--- config.mk ---
export PLATFORM = sky130hd
export DESIGN_NAME = pio_irq_port
export DESIGN_NICKNAME = d
export VERILOG_FILES = /design/src/rtl/pio_pkg.sv /design/src/rtl/pio_edge_sync.sv /design/src/rtl/pio_irq_regs.sv /design/src/rtl/pio_port_regs.sv /design/src/rtl/pio_irq_port.sv
export SDC_FILE = /design/constraint.sdc
export NUM_CORES = 1
export LEC_CHECK = 0
export ABC_AREA = 1
export CAP_MARGIN = 20
export CELL_PAD_IN_SITES_DETAIL_PLACEMENT = 1
export CELL_PAD_IN_SITES_GLOBAL_PLACEMENT = 1
export CORE_MARGIN = 2
export CORE_UTILIZATION = 44
export CTS_BUF_LIST = sky130_fd_sc_hd__clkbuf_4 sky130_fd_sc_hd__clkbuf_8 sky130_fd_sc_hd__clkbuf_16
export CTS_CLUSTER_SIZE = 20
export DETAILED_ROUTE_END_ITERATION = 10
export DONT_BUFFER_PORTS = 1
export GPL_TIMING_DRIVEN = 1
export PLACE_DENSITY_LB_ADDON = 0.1
export SLEW_MARGIN = 5
export SYNTH_ARGS = -nofsm -noshare
export SYNTH_HDL_FRONTEND = slang
export SYNTH_SLANG_ARGS = --single-unit
--- constraint.sdc ---
create_clock -name clk_i -period 1.3 [get_ports clk_i]
set_input_delay 0.26 -clock clk_i [delete_from_list [all_inputs] [get_ports clk_i]]
set_output_delay 0.26 -clock clk_i [all_outputs]
set_load 0.01 [all_outputs]
--- src/rtl/pio_pkg.sv ---
package pio_pkg;
  localparam int unsigned ADDR_W = 4;
  localparam logic [ADDR_W-1:0] OFS_PB     = 4'h0;
  localparam logic [ADDR_W-1:0] OFS_PA_DIR = 4'h3;
  localparam logic [ADDR_W-1:0] OFS_FLAG   = 4'hD;
  localparam logic [ADDR_W-1:0] OFS_ENA    = 4'hE;
  localparam logic [ADDR_W-1:0] OFS_PA     = 4'hF;
  localparam int unsigned SRC_BIT = 0;
  localparam int unsigned SUM_BIT = 7;
endpackage

--- src/rtl/pio_edge_sync.sv ---
module pio_edge_sync #(
  parameter int unsigned STAGES = 2
) (
  input  logic clk_i,
  input  logic rst_ni,
  input  logic line_ni,
  output logic fall_o
);
  localparam int unsigned LAST = STAGES;

  // [STAGES-1] is the synchronised level, [STAGES] its previous value
  logic [LAST:0] sh_q;

  always_ff @(posedge clk_i or negedge rst_ni) begin
    if (!rst_ni) sh_q <= '1;
    else         sh_q <= {sh_q[LAST-1:0], line_ni};
  end

  assign fall_o = sh_q[LAST] & ~sh_q[LAST-1];
endmodule

--- src/rtl/pio_irq_regs.sv ---
module pio_irq_regs #(
  parameter int unsigned DATA_W = 8
) (
  input  logic              clk_i,
  input  logic              rst_ni,
  input  logic              wr_i,
  input  logic              sel_flag_i,
  input  logic              sel_ena_i,
  input  logic [DATA_W-1:0] wdata_i,
  input  logic              fall_i,
  output logic              flag_o,
  output logic              ena_o
);
  import pio_pkg::*;

  logic flag_q, ena_q, clr;

  assign clr = wr_i & sel_flag_i & wdata_i[SRC_BIT];

  // a new edge wins over a simultaneous clear
  always_ff @(posedge clk_i or negedge rst_ni) begin
    if (!rst_ni) flag_q <= 1'b0;
    else         flag_q <= fall_i | (flag_q & ~clr);
  end

  always_ff @(posedge clk_i or negedge rst_ni) begin
    if (!rst_ni)                                    ena_q <= 1'b0;
    else if (wr_i && sel_ena_i && wdata_i[SRC_BIT]) ena_q <= wdata_i[SUM_BIT];
  end

  assign flag_o = flag_q;
  assign ena_o  = ena_q;
endmodule

--- src/rtl/pio_port_regs.sv ---
module pio_port_regs #(
  parameter int unsigned DATA_W = 8
) (
  input  logic              clk_i,
  input  logic              rst_ni,
  input  logic              wr_i,
  input  logic              sel_pb_i,
  input  logic              sel_dir_i,
  input  logic              sel_pa_i,
  input  logic [DATA_W-1:0] wdata_i,
  input  logic [DATA_W-1:0] pa_i,
  output logic [DATA_W-1:0] pb_o,
  output logic [DATA_W-1:0] pa_o,
  output logic [DATA_W-1:0] dir_o,
  output logic [DATA_W-1:0] pa_rd_o
);
  logic [DATA_W-1:0] pb_q, pa_q, dir_q;

  always_ff @(posedge clk_i or negedge rst_ni) begin
    if (!rst_ni) begin
      pb_q  <= '0;
      pa_q  <= '0;
      dir_q <= '0;
    end else if (wr_i) begin
      if (sel_pb_i)  pb_q  <= wdata_i;
      if (sel_pa_i)  pa_q  <= wdata_i;
      if (sel_dir_i) dir_q <= wdata_i;
    end
  end

  for (genvar b = 0; b < DATA_W; b++) begin : g_pin
    assign pa_rd_o[b] = dir_q[b] ? pa_q[b] : pa_i[b];
  end

  assign pb_o  = pb_q;
  assign pa_o  = pa_q;
  assign dir_o = dir_q;
endmodule

--- src/rtl/pio_irq_port.sv ---
module pio_irq_port #(
  parameter int unsigned DATA_W      = 8,
  parameter int unsigned SYNC_STAGES = 2
) (
  input  logic                       clk_i,
  input  logic                       rst_ni,
  input  logic [pio_pkg::ADDR_W-1:0] addr_i,
  input  logic [DATA_W-1:0]          wdata_i,
  input  logic                       wr_i,
  input  logic                       rd_i,
  output logic [DATA_W-1:0]          rdata_o,
  output logic                       irq_no,
  input  logic [DATA_W-1:0]          pa_i,
  output logic [DATA_W-1:0]          pa_o,
  output logic [DATA_W-1:0]          pa_oe_o,
  output logic [DATA_W-1:0]          pb_o,
  input  logic                       evt_ni
);
  import pio_pkg::*;

  logic sel_pb, sel_dir, sel_flag, sel_ena, sel_pa;
  logic evt_fall, flag_q, ena_q, pend;
  logic [DATA_W-1:0] dir_w, pa_rd, pb_w, pa_w, rd_mux;

  assign sel_pb   = (addr_i == OFS_PB);
  assign sel_dir  = (addr_i == OFS_PA_DIR);
  assign sel_flag = (addr_i == OFS_FLAG);
  assign sel_ena  = (addr_i == OFS_ENA);
  assign sel_pa   = (addr_i == OFS_PA);

  pio_edge_sync #(.STAGES(SYNC_STAGES)) u_sync (
    .clk_i   (clk_i),
    .rst_ni  (rst_ni),
    .line_ni (evt_ni),
    .fall_o  (evt_fall)
  );

  pio_irq_regs #(.DATA_W(DATA_W)) u_irq (
    .clk_i      (clk_i),
    .rst_ni     (rst_ni),
    .wr_i       (wr_i),
    .sel_flag_i (sel_flag),
    .sel_ena_i  (sel_ena),
    .wdata_i    (wdata_i),
    .fall_i     (evt_fall),
    .flag_o     (flag_q),
    .ena_o      (ena_q)
  );

  pio_port_regs #(.DATA_W(DATA_W)) u_port (
    .clk_i     (clk_i),
    .rst_ni    (rst_ni),
    .wr_i      (wr_i),
    .sel_pb_i  (sel_pb),
    .sel_dir_i (sel_dir),
    .sel_pa_i  (sel_pa),
    .wdata_i   (wdata_i),
    .pa_i      (pa_i),
    .pb_o      (pb_w),
    .pa_o      (pa_w),
    .dir_o     (dir_w),
    .pa_rd_o   (pa_rd)
  );

  assign pend = flag_q & ena_q;

  always_comb begin
    rd_mux = '0;
    unique case (1'b1)
      sel_pb:  rd_mux = pb_w;
      sel_dir: rd_mux = dir_w;
      sel_pa:  rd_mux = pa_rd;
      sel_flag: begin
        rd_mux[SRC_BIT] = flag_q;
        rd_mux[SUM_BIT] = pend;
      end
      sel_ena: begin
        rd_mux[SRC_BIT] = ena_q;
        rd_mux[SUM_BIT] = 1'b1;
      end
      default: rd_mux = '0;
    endcase
  end

  assign rdata_o = rd_i ? rd_mux : '0;
  assign irq_no  = ~pend;
  assign pa_o    = pa_w;
  assign pa_oe_o = dir_w;
  assign pb_o    = pb_w;
endmodule

## After elaboration in Yosys (flattened, before gate mapping)

Index checks and enable logic that the tools add are counted.

| cells by class | value |
|---|---|
| bitwise gates (word level) | 9 |
| shift-type cells | 0 |
| magnitude comparators | 0 |
| add/sub/neg operators | 0 |
| multiplexer cells | 12 |
| reductions and logical operators | 6 |
| divide/modulo/power cells | 0 |
| multiply operators | 0 |
| eq/ne operators | 4 |

Operator list:

| operator | number |
|---|---|
| 6-bit case mux with 3 select lines | 1 |
| 4-bit == test, second input constant | 3 |
| 1-bit case mux with 5 select lines | 2 |
| 1-bit 2-to-1 mux | 8 |
| 8-bit 2-to-1 mux | 1 |
| 2-bit AND reduction | 3 |
| 1-bit AND | 5 |
| 4-bit by 2-bit == test with 1-bit output, second input constant | 1 |
| 4-bit logical NOT | 1 |
| 1-bit NOT | 3 |
| 1-bit logical AND | 2 |
| 1-bit bitwise OR | 1 |

| word-level totals | value |
|---|---|
| output and inout bits | 33 |
| memory bits (writable) | 0 |
| memories | 0 |
| flip-flop bits (word level) | 29 |
| latch bits | 0 |
| memory bits (read-only) | 0 |
| bits of input ports | 25 |
| logic and storage cells | 37 |

## Logic depth before layout (Yosys ltp)

Gate-level depths: netlist of run 1.

| logic depth | value |
|---|---|
| word-level depth | 6 |
| mapped depth | 7 |
| depth with buffers taken out | 7 |

## By module

Synthesis of run 1 repeated with hierarchy kept, for this count alone.

| unflattened totals | value |
|---|---|
| cells, all modules | 216 |
| area total of the unflattened synthesis | 1627.8 um2 |

By module, submodules not included:

| module | area an instance (um2) | sequential area each (um2) | times used | cells an instance |
|---|---|---|---|---|
| pio_port_regs | 1094.8 | 600.6 | 1 | 129 |
| pio_irq_port | 359.1 | 0.0 | 1 | 72 |
| pio_edge_sync | 88.8 | 78.8 | 1 | 5 |
| pio_irq_regs | 85.1 | 50.0 | 1 | 10 |

## Least setup slack after synthesis of run 1

Ideal clock, no wire load.

| timing | value |
|---|---|
| path kind | input to output |
| from | in addr_i[3] in the netlist's numbering |
| to | out rdata_o[3] |
| data required time | 1.040 ns |
| buffers on the path | 1 |
| data arrival time | 0.933 ns |
| setup slack | 0.107 ns |
| stages on the path | 6 |
| cell sequence | nor2_4 > buf_2 > nand3_1 > nand3_1 > nand2_1 > inv_1 |

| between the ends | value |
|---|---|
| cells in the longest elaborated chain, start to end | 3 |
| elaborated cells between the ends (all ways) | 5 |
| those cells by class | 2 x eq/ne; 2 x mux; 1 x reduce/logical |

RTL lines:

| item | RTL line | RTL |
|---|---|---|
| start: declaration | pio_irq_port.sv:7 | `input logic [pio_pkg::ADDR_W-1:0] addr_i,` |
| 4-bit == test (tied with other cells) | pio_irq_port.sv:29 | `assign sel_pa = (addr_i == OFS_PA);` |
| 6-bit case mux with 3 select lines * | pio_irq_port.sv:69 | `unique case (1'b1)` |
| 8-bit 2-to-1 mux * | pio_irq_port.sv:85 | `assign rdata_o = rd_i ? rd_mux : '0;` |
| end: declaration | pio_irq_port.sv:11 | `output logic [DATA_W-1:0] rdata_o,` |

Every way passes the cells marked *; elsewhere a longest branch is shown, timed or not.

## Worst setup path in the final report of run 1

| timing | value |
|---|---|
| from | reg u_port.dir_q[7] (netlist: u_port.dir_o[7]) |
| to | out rdata_o[7] |

| between the ends | value |
|---|---|
| cells in the longest elaborated chain, start to end | 3 |

RTL lines:

| item | RTL line | RTL |
|---|---|---|
| start: declaration | pio_port_regs.sv:17 | `logic [DATA_W-1:0] pb_q, pa_q, dir_q;` |
| start signal: assignment | pio_port_regs.sv:27 | `if (sel_dir_i) dir_q <= wdata_i;` |
| 1-bit 2-to-1 mux | pio_port_regs.sv:32 | `assign pa_rd_o[b] = dir_q[b] ? pa_q[b] : pa_i[b];` |
| 1-bit case mux with 5 select lines * | pio_irq_port.sv:69 |  |
| 8-bit 2-to-1 mux * | pio_irq_port.sv:85 |  |

Marked as above.

==> impl_metrics.py, run 1 <==
metrics = {
    "sta": {
        "tns_ns": -1.357,
        "postLayoutSetupSlackWorst_ns": -0.2227,
        "setup_violations": 8,
        "fin_worst_skew_ns": 0.00004496,
        "hold_violations": 0,
        "max_freq_ghz": 0.6567,
        "relSlewSlack_pct": 81.37,
        "final_max_slew_viol_count": 0,
        "whs_ns": 0.04636,
        "worst_pin_slew_ns": 0.2792,
        "rsz0062_at_grt": "yes",
        "fin_crit_sh_pct": 117.1,
        "fin_crit_ns": 1.523,
    },
    "finish": {
        "seqCellArea_um2": 734.5,
        "nNetsFinal": 260,
        "syn2layout_area_growth_pct": 27.23,
        "drive_gt1_share_pct": 39.41,
        "nFillCells": 419,
        "multi_input_area_um2": 758.2,
        "final_common_cell": "nand2_1",
        "layout_common_cells": "nand2_1 (49), inv_1 (27), nand3_1 (22), dfrtp_1 (22)",
        "diodes": 0,
        "postLayoutCellArea_um2": 2052,
    },
    "clock_tree": {
        "clock-sinks": 29,
        "cts_inserted_buffers": 5,
        "cts_tree": "yes",
        "worstSkewPairLatency_ns": 0.32,
        "h-tree-depth": 2,
        "root_buffer": "clkbuf_4",
        "cts_max_path_buffers": 2,
        "clk_pin_slew_ns": 0.09,
    },
    "critical_path": {
        "worstReg2RegStart": "u_port.dir_o[2]",
        "cp_data_arrival_time_ns": 1.26,
        "cp.required_ns": 1.04,
        "reg2reg_to": "u_port.dir_o[2]",
        "crit_path_frequent_cell": "nand2_1",
        "path_class": "reg2out",
        "crit_path_start_kind": "flop",
        "end_kind": "output port",
        "cpPeakStageDelay_ns": 0.42,
        "crit_start": "u_port.dir_o[7]",
        "r2r_slack_ns": 0.36,
        "crit_path_top_delay_cell": "dfrtp_1",
        "path_cells": "inv_1, nand2_1, nand2_1, nand2_1, nand3_2, nor2_4, nor2_4",
        "crit_fanout": 4,
        "reg2regPathDepth": 4,
    },
    "global_route": {
        "busiest_layer": "met2",
        "grt_overflow": 0,
        "grt_usage_pct": 23.86,
        "use_met3_pct": 7.986,
        "grt_start_max_net_pins": 30,
        "grt_pass1_wl_um": 7596,
        "grt_use_met2_pct": 42.84,
        "grt_pass1_vias": 1565,
        "gr-usage-met1_pct": 27.26,
        "antenna_found_initial": 0,
    },
    "pwr": {
        "pwr-share-comb_pct": 28.9,
        "clock_power_share_pct": 23.0,
        "peakVddDrop_mv": 0.6632,
        "power.internal_mw": 1.808,
        "p_seq_share_pct": 48.1,
        "power.density_nw_per_um2": 1332,
        "p_total_mw": 2.734,
        "leakage_nw": 1.065,
        "power.switching_mw": 0.9258,
        "switching_share_pct": 33.86,
    },
    "yosys": {
        "netlist_area_um2": 1613,
        "synthCells": 201,
        "synth_nets": 226,
        "ys_warn_count": 0,
        "synth.ff_latch_count": 29,
        "synth_top_area_share_pct": 40.34,
        "syn_area_per_cell_um2": 8.024,
        "yosys.area.top_type": "dfrtp_1",
        "ys_seq_area_share_pct": 45.23,
        "synth_area_leaders": "dfrtp_1 (40%), nand2_1 (12%), o21ai_2 (8.7%), nand3_1 (8.4%), inv_1 (7.7%)",
        "synth_cell_types": 22,
    },
    "routing": {
        "drt_iter0_drc": 51,
        "num_vias": 1473,
        "drt-vias-per-instance": 5.223,
        "dr.pass1.iters": 4,
        "final_antenna_net_count": 0,
        "wirelength_um": 4733,
        "wl_per_cell_um": 16.78,
        "drc": 0,
    },
    "floorplan": {
        "ioPinCount": 58,
        "dieArea_um2": 4165,
        "core.rowCount": 21,
        "initial_core_util_pct": 47.22,
        "dieWidth_um": 64.54,
        "fp.dieH_um": 64.54,
        "core_um2": 3416,
    },
    "place": {
        "portBuffers": 0,
        "dp_slack_ns": -0.02517,
        "place_congestion": 0.9184,
        "hpwl_um": 3078,
        "dpl-instance-area_um2": 1744,
    },
    "run_status": {
        "violations": "negative setup slack",
        "status": "complete, but fails checks",
    },
    "flow_run": {
        "cap_violations": 0,
    },
    "min_path": {
        "hold_start": "wdata_i[6]",
        "min_path_type": "in2reg",
        "whs_path_depth": 2,
        "hold_path_end": "u_port.pb_o[6]",
    },
}
-- cell type report --
type                    instances  share of cell area (%)
inverters                      36                   6.646
repair buffers                 32                   14.57
clock buffers                   8                   3.232
multi-input cells             131                   36.95
flip-flops and latches         29                   35.79
well taps                      46                   2.805
-- layer usage --
layer,up-vias,part of all wire [%]
li1,703,-
met1,714,40
met2,50,53
met3,6,6.0
met4,0,1.1
met5,-,0
-- power groups by stage --
stage          registers [mW]  clock network [mW]  logic (mW)
2_1_floorplan            1.31                   0       0.325
3_3_place_gp             1.31                   0       0.529
3_5_place_dp             1.32                   0       0.551
4_1_cts                  1.30               0.632       0.690
5_1_grt                  1.34               0.670       0.881
6_report                 1.32               0.628       0.790
-- worst max-delay path, delay by kind of cell, from the launching register on --
kind                   cells  cell delay (ns)
and+or+nand+nor            6             0.45
DFF                        1             0.42
buffers and inverters      1             0.07
-- synthesized netlist by cell type --
master / instances
inv_2: 2
nand2_4: 1
clkinv_2: 1
inv_1: 33
dfstp_2: 3
nand3_4: 1
o21ai_1: 10
buf_4: 1
nor2_4: 2
nand3b_1: 1
nand3_1: 27
o21ai_0: 7
dfrtp_1: 26
o21ai_2: 16
buf_2: 1
and3_1: 1
nor2_8: 1
buf_6: 3
nand2_2: 5
nand2_1: 52
nand4_1: 1
nor2_1: 6
-- sequential cells by signal (all words and copies together) (netlist names) --
name          count
u_sync.sh_q       3
u_port.dir_o      8
u_port.pb_o       8
u_port.pa_o       8
u_irq.flag_o      1
u_irq.ena_o       1
-- metrics by stage --
stage / utilization (%) / std cells
6_report: 60.07 / 282
5_1_grt: 60.07 / 282
4_1_cts: 56.67 / 278
3_5_place_dp: 51.06 / 258
3_3_place_gp: 51.06 / 258
2_1_floorplan: - / 201
-- how the worst max path moves through the flow --
stage	depth (start not counted)	slack (ns)	to
final	7	-0.22	rdata_o[7]
after global routing	7	-0.32	rdata_o[7]
after CTS	7	-0.21	rdata_o[7]
after detailed placement	6	-0.03	rdata_o[7]
after global placement	6	0.07	rdata_o[0]
after floorplan	6	0.11	rdata_o[3]
-- kinds of logic after synthesis --
family / synth area share [%]
DFF: 45.23
AOI/OAI and AO/OA: 13.96
and+or+nand+nor: 29.48
buffers and inverters: 11.33
-- repair_timing --
action                     CTS  global route
setup endpoints to repair    8            12
hold endpoints to repair    30             0
buffers inserted             9             4
pin swaps                    6             8
hold buffers                 3             0
gates resized for setup     17            25
(Power assumes the default switching activity.)
==> inputs of run 2 (changes only) <==
--- a/config.mk
+++ b/config.mk
@@ -6,7 +6,6 @@
 export NUM_CORES = 1
 export LEC_CHECK = 0
 export ABC_AREA = 1
-export CAP_MARGIN = 20
 export CELL_PAD_IN_SITES_DETAIL_PLACEMENT = 1
 export CELL_PAD_IN_SITES_GLOBAL_PLACEMENT = 1
 export CORE_MARGIN = 2
==> results of run 2 <==
Same layout as run 1: the final DEF is identical, and so are final timing and power.
==> inputs of run 3 (changes only) <==
--- a/config.mk
+++ b/config.mk
@@ -20,3 +20,4 @@
 export SYNTH_ARGS = -nofsm -noshare
 export SYNTH_HDL_FRONTEND = slang
 export SYNTH_SLANG_ARGS = --single-unit
+export TNS_END_PERCENT = 100
==> results of run 3 <==
Same layout as run 1: the final DEF is identical, and so are final timing and power.
